--- src/rtl/dma_page_pkg.sv ---
package dma_page_pkg;
  localparam int PAGE_W   = 8;
  localparam int SLOTS    = 8;
  localparam int SLOT_W   = $clog2(SLOTS);
  localparam int CHANNELS = 4;
  localparam int CHAN_W   = $clog2(CHANNELS);

  // Fixed scattered map from channel index to page slot
  function automatic logic [SLOT_W-1:0] chan_slot(input logic [CHAN_W-1:0] ch);
    logic [SLOT_W-1:0] s;
    case (ch)
      2'd0:    s = 3'd7;
      2'd1:    s = 3'd3;
      2'd2:    s = 3'd1;
      default: s = 3'd2;
    endcase
    return s;
  endfunction
endpackage

--- src/rtl/dma_page_bank.sv ---
module dma_page_bank #(
  parameter int PAGE_W = 8,
  parameter int SLOTS  = 8,
  parameter bit HI_EN  = 1'b1,
  localparam int SLOT_W = $clog2(SLOTS),
  localparam int DATA_W = 2 * PAGE_W
) (
  input  logic              clk,
  input  logic              rst_n,
  input  logic              wr,
  input  logic              hi_bank,
  input  logic              wide,
  input  logic [SLOT_W-1:0] slot,
  input  logic [DATA_W-1:0] wdata,
  output logic [DATA_W-1:0] rdata,
  input  logic [SLOT_W-1:0] lk_slot,
  output logic [PAGE_W-1:0] lk_lo,
  output logic [PAGE_W-1:0] lk_hi
);
  logic [SLOTS-1:0][PAGE_W-1:0] lo_q;
  logic [SLOTS-1:0][PAGE_W-1:0] hi_q;
  logic [SLOT_W-1:0]            nxt_slot;
  logic                         lo_wr;

  assign nxt_slot = slot + 1'b1;  // wraps mod SLOTS (power of two)
  assign lo_wr    = wr && !hi_bank;

  for (genvar i = 0; i < SLOTS; i++) begin : g_slot
    logic hit_n;
    logic hit_p;
    assign hit_n = (slot == SLOT_W'(i));
    assign hit_p = wide && (nxt_slot == SLOT_W'(i));

    // Page slots are deliberately not reset
    always_ff @(posedge clk) begin
      if (lo_wr && hit_n)      lo_q[i] <= wdata[PAGE_W-1:0];
      else if (lo_wr && hit_p) lo_q[i] <= wdata[DATA_W-1:PAGE_W];
    end

    if (HI_EN) begin : g_hi
      always_ff @(posedge clk) begin
        if (wr && hi_bank && !wide && hit_n) hi_q[i] <= wdata[PAGE_W-1:0];
        else if (lo_wr && (hit_n || hit_p))  hi_q[i] <= '0;
      end
    end else begin : g_nohi
      assign hi_q[i] = '0;
    end
  end

  always_comb begin
    if (hi_bank)
      rdata = wide ? '0 : {{PAGE_W{1'b0}}, hi_q[slot]};
    else if (wide)
      rdata = {lo_q[nxt_slot], lo_q[slot]};
    else
      rdata = {{PAGE_W{1'b0}}, lo_q[slot]};
  end

  assign lk_lo = lo_q[lk_slot];
  assign lk_hi = hi_q[lk_slot];

  if (HI_EN) begin : g_chk
    logic [SLOT_W-1:0] chk_slot;
    always_ff @(posedge clk) chk_slot <= slot;
    AST_LOW_WR_CLEARS_HI: assert property (@(posedge clk) disable iff (!rst_n)
      (wr && !hi_bank) |=> (hi_q[chk_slot] == '0));
  end
endmodule

--- src/rtl/dma_page_former.sv ---
module dma_page_former #(
  parameter int PAGE_W = 8,
  parameter int CUR_W  = 16,
  localparam int PHYS_W = 2 * PAGE_W + CUR_W
) (
  input  logic              word_mode,
  input  logic [PAGE_W-1:0] lo_page,
  input  logic [PAGE_W-1:0] hi_page,
  input  logic [CUR_W-1:0]  cur,
  output logic [PHYS_W-1:0] phys
);
  // Forcing page bit 0 low in word mode makes the sum a pure concatenation
  always_comb begin
    if (word_mode)
      phys = {hi_page, lo_page[PAGE_W-1:1], cur, 1'b0};
    else
      phys = {hi_page, lo_page, cur};
  end
endmodule

--- src/rtl/dma_page_stage.sv ---
module dma_page_stage #(
  parameter int W = 32
) (
  input  logic         clk,
  input  logic         rst_n,
  input  logic         in_valid,
  output logic         in_ready,
  input  logic [W-1:0] in_data,
  output logic         out_valid,
  input  logic         out_ready,
  output logic [W-1:0] out_data
);
  assign in_ready = !out_valid || out_ready;

  always_ff @(posedge clk) begin
    if (!rst_n)           out_valid <= 1'b0;
    else if (in_ready)    out_valid <= in_valid;
  end

  always_ff @(posedge clk) begin
    if (in_valid && in_ready) out_data <= in_data;
  end

  AST_STALL_KEEPS_VALID: assert property (@(posedge clk) disable iff (!rst_n)
    (out_valid && !out_ready) |=> out_valid);
  AST_STALL_KEEPS_DATA: assert property (@(posedge clk) disable iff (!rst_n)
    (out_valid && !out_ready) |=> $stable(out_data));
  AST_ACCEPT_GIVES_VALID: assert property (@(posedge clk) disable iff (!rst_n)
    (in_valid && in_ready) |=> out_valid);
endmodule

--- src/rtl/dma_page_ext.sv ---
module dma_page_ext
  import dma_page_pkg::*;
#(
  parameter bit HI_EN = 1'b1,
  parameter int CUR_W = 16,
  localparam int DATA_W = 2 * PAGE_W,
  localparam int PHYS_W = 2 * PAGE_W + CUR_W
) (
  input  logic              clk,
  input  logic              rst_n,
  input  logic              word_mode,
  input  logic              cfg_wr,
  input  logic              cfg_hi_bank,
  input  logic              cfg_wide,
  input  logic [SLOT_W-1:0] cfg_slot,
  input  logic [DATA_W-1:0] cfg_wdata,
  output logic [DATA_W-1:0] cfg_rdata,
  input  logic              req_valid,
  output logic              req_ready,
  input  logic [CHAN_W-1:0] req_chan,
  input  logic [CUR_W-1:0]  req_cur,
  output logic              rsp_valid,
  input  logic              rsp_ready,
  output logic [PHYS_W-1:0] rsp_addr
);
  logic [SLOT_W-1:0] lk_slot;
  logic [PAGE_W-1:0] lk_lo;
  logic [PAGE_W-1:0] lk_hi;
  logic [PHYS_W-1:0] phys;

  assign lk_slot = chan_slot(req_chan);

  dma_page_bank #(.PAGE_W(PAGE_W), .SLOTS(SLOTS), .HI_EN(HI_EN)) bank_i (
    .clk(clk), .rst_n(rst_n), .wr(cfg_wr), .hi_bank(cfg_hi_bank),
    .wide(cfg_wide), .slot(cfg_slot), .wdata(cfg_wdata), .rdata(cfg_rdata),
    .lk_slot(lk_slot), .lk_lo(lk_lo), .lk_hi(lk_hi)
  );

  dma_page_former #(.PAGE_W(PAGE_W), .CUR_W(CUR_W)) former_i (
    .word_mode(word_mode), .lo_page(lk_lo), .hi_page(lk_hi),
    .cur(req_cur), .phys(phys)
  );

  dma_page_stage #(.W(PHYS_W)) stage_i (
    .clk(clk), .rst_n(rst_n), .in_valid(req_valid), .in_ready(req_ready),
    .in_data(phys), .out_valid(rsp_valid), .out_ready(rsp_ready),
    .out_data(rsp_addr)
  );

  AST_WORD_LSB_ZERO: assert property (@(posedge clk) disable iff (!rst_n)
    (req_valid && req_ready && word_mode) |=> (rsp_addr[0] == 1'b0));

  if (!HI_EN) begin : g_nohi_chk
    AST_NO_HI_BITS: assert property (@(posedge clk) disable iff (!rst_n)
      rsp_valid |-> (rsp_addr[PHYS_W-1:PHYS_W-PAGE_W] == '0));
  end
endmodule

--- config.mk ---
export PLATFORM = sky130hd
export DESIGN_NAME = dma_page_ext
export DESIGN_NICKNAME = d
export VERILOG_FILES = /design/src/rtl/dma_page_pkg.sv /design/src/rtl/dma_page_bank.sv /design/src/rtl/dma_page_former.sv /design/src/rtl/dma_page_stage.sv /design/src/rtl/dma_page_ext.sv
export SDC_FILE = /design/constraint.sdc
export NUM_CORES = 1
export LEC_CHECK = 0
export ABC_AREA = 1
export ABC_CLOCK_PERIOD_IN_PS = 3100
export BUFFER_PORTS_ARGS = -buffer_cell sky130_fd_sc_hd__buf_2
export CORE_MARGIN = 5
export CORE_UTILIZATION = 39
export DETAILED_ROUTE_END_ITERATION = 16
export PLACE_DENSITY = 0.56
export SYNTH_ARGS = -nofsm -noshare
export SYNTH_HDL_FRONTEND = slang
export SYNTH_HIERARCHICAL = 1
export SYNTH_SLANG_ARGS = --single-unit
--- constraint.sdc ---
create_clock -name clk -period 3.1 [get_ports clk]
set_clock_uncertainty 0.05 [all_clocks]
set_input_delay 0.62 -clock clk [delete_from_list [all_inputs] [get_ports clk]]
set_output_delay 0.62 -clock clk [all_outputs]
set_load 0.02 [all_outputs]
==> results.yml <==
cts:
  cts-root-buf: "clkbuf_16"
  cts_max_level: 4
  cts_tree: "done"
  ctsResizeCount: 0
  clk_pin_slew_worst_paths_ps: 70
  cts_buffers: 17
  cts_setup_buffers: 0
  cts_num_sinks: 161
  cts_max_path_buffers: 2
  clkLatencyLatePin_ps: 440
  hold_buffers: 0
synth:
  synth.most_common_cell: "nand2_1"
  synth_top_area_cell: "edfxtp_1"
  ys.flop_type: "edfxtp_1"
  synth_cells: 1294
  synth_top_area_share_pct: 47.4
  synth-edff-count: 160
  synth_cell_types: 26
  ys_ff_latch: 161
  netlist_area_mm2: 0.0101
  syn_avg_cell_area_um2: 7.84
  synth_top_cells_by_area: "edfxtp_1 47%, nand2_1 13%, nand3_1 5.9%"
  ys_seq_area_share_pct: 47.6
  synth_warnings: 6
  syn_nets: 1346
  synth_common_cells: "345 x nand2_1, 160 x edfxtp_1, 144 x inv_1"
  synth-async-reset-ratio_pct: 0
power_and_ir_drop:
  total_leakage_power_nw: 5.28
  peakVddDrop_uv: 376
  powerDensity_mw_per_mm2: 481
die:
  die-area_mm2: 0.0293
  pin_count: 95
  die_y_um: 171
  fp-row-count: 59
  start_util_pct: 39.2
  coreArea_mm2: 0.0258
  die_x_um: 171
timing:
  slew_headroom_pct: 40.5
  tightest_slew_ps: 892
  finalCritPeriodShare_pct: 92.5
  min_period_ps: 2870
  hold_violations: 0
  tns_ps: 0
  rsz0062_at_grt: "no"
  slew_violations: 0
  setup_viol: 0
  max_freq_mhz: 349
setup_path:
  crit_start: "cfg_slot[1]"
  worstPathArrival_ps: 2200
  worstReg2RegEnd: "stage_i/out_data[12]"
  end_kind: "output pin"
  worstPathRequired_ps: 2430
  reg2reg_slack_ps: 1470
  start_kind: "input pin"
  rr_worst_depth: 2
  criticalPathCategory: "input pin to output pin"
  crit_fanout: 8
  r2r-start: "stage_i/out_valid"
final_layout:
  fill_cells: 2635
  syn_to_final_growth_pct: 12.4
  finalNetCount: 1403
  drive_gt1_share_pct: 18.1
  antenna_cells: 0
  postLayoutCoreUtil_pct: 44.1
global_routing:
  gr-total-overflow: 0
  grt_max_degree: 75
  grt_usage_pct: 22.2
  grt_pass1_wl_mm: 49.1
  grt_pass1_vias: 8335
  antenna_found_initial: 0
min_path:
  hold_path_depth: 3
  hp-start: "rst_n"
  hold_class: "input pin to flop"
  min_to: "stage_i/out_valid"
route:
  via_per_inst: 5.25
  drt_wl_total_mm: 32.6
  drt-initial-drc-count: 892
  drtPass1Iterations: 6
  drc: 0
  avgRoutedWirePerCell_um: 19.2
  num_vias: 8928
  ant_nets: 0
placement:
  place_congestion: 0.884
  dp.final_hpwl_mm: 21.9
  buffer_ports.inserted: 94
outcome:
  outcome: "completed"
flow_run:
  drv_cap: 0
routing by layer:
layer | GRT usage, % | vias to the layer above | routed length (µm)
li1 | - | 4332 | -
met4 | 7.61 | 0 | 977
met1 | 30.9 | 4134 | 14500
met2 | 34.5 | 400 | 14400
met5 | 0 | - | 0
met3 | 4.80 | 62 | 2670
worst max-delay path, cell delays in order:
cell and delay [ps]:
buf_2 150, inv_2 50, ha_1 350, inv_1 320, o211ai_1 150, nand3_1 90
nand2_1 50, nor2_1 200, buf_2 220
sequential cells by signal (all words and copies together), names as in the netlist:
signal / flops
bank_i/hi_q: 64
bank_i/lo_q: 64
stage_i/out_data: 32
stage_i/out_valid: 1
logic make-up after synthesis:
group / Yosys count / share of synthesized area [%]
buffers and inverters: 254 / 11.7
adders and majority gates: 7 / 0.864
DFF: 161 / 47.6
and+or+nand+nor: 630 / 25.9
AOI/OAI and AO/OA: 242 / 14.0
area by class of cell:
type | count | area [µm²] | area share, %
clock buffer | 18 | 429 | 3.76
clock inverter | 14 | 114 | 0.999
inverter | 150 | 568 | 4.98
multi-input combinational | 879 | 4150 | 36.4
sequential | 161 | 4820 | 42.3
tap | 335 | 419 | 3.68
timing repair buffer | 142 | 896 | 7.86
placed cells by master (no fill, tap or decap), types with 22 or more instances in the layout:
cell,Yosys,final
nand2_1,345,344
edfxtp_1,160,160
inv_1,144,143
nor2_1,134,134
nand3_1,120,120
o21ai_0,93,93
buf_2,48,93
a21oi_1,74,73
buf_4,17,44
o21ai_2,39,39
o211ai_1,24,24
nand2_2,22,22
power breakdown:
part / internal (mW) / switching [mW]
Clock: 1.10 / 0.949
Sequential: 2.50 / 0.0355
Combinational: 0.273 / 0.625
Total: 3.87 / 1.61
through the flow:
stage | instance area (µm²) | std cells | total power [mW] | hold WS [ps] | setup WS, ps
after floorplan | 10100 | 1294 | 3.18 | 594 | 235
after global placement | 10900 | 1667 | 3.46 | 459 | 258
after detailed placement | 10900 | 1667 | 3.47 | 479 | 255
after CTS | 11400 | 1699 | 5.48 | 343 | 250
after global routing | 11400 | 1699 | 5.68 | 343 | 132
final | 11400 | 1699 | 5.48 | 353 | 232
how the worst max path moves through the flow:
stage	slack, ps	cells after the start	to
floorplan	240	10	cfg_rdata[13]
global placement	260	8	cfg_rdata[2]
detailed placement	250	9	cfg_rdata[9]
CTS	250	9	cfg_rdata[9]
global route	130	8	cfg_rdata[1]
finish	230	9	cfg_rdata[14]
Note: power is estimated with default switching activity, not from simulation.
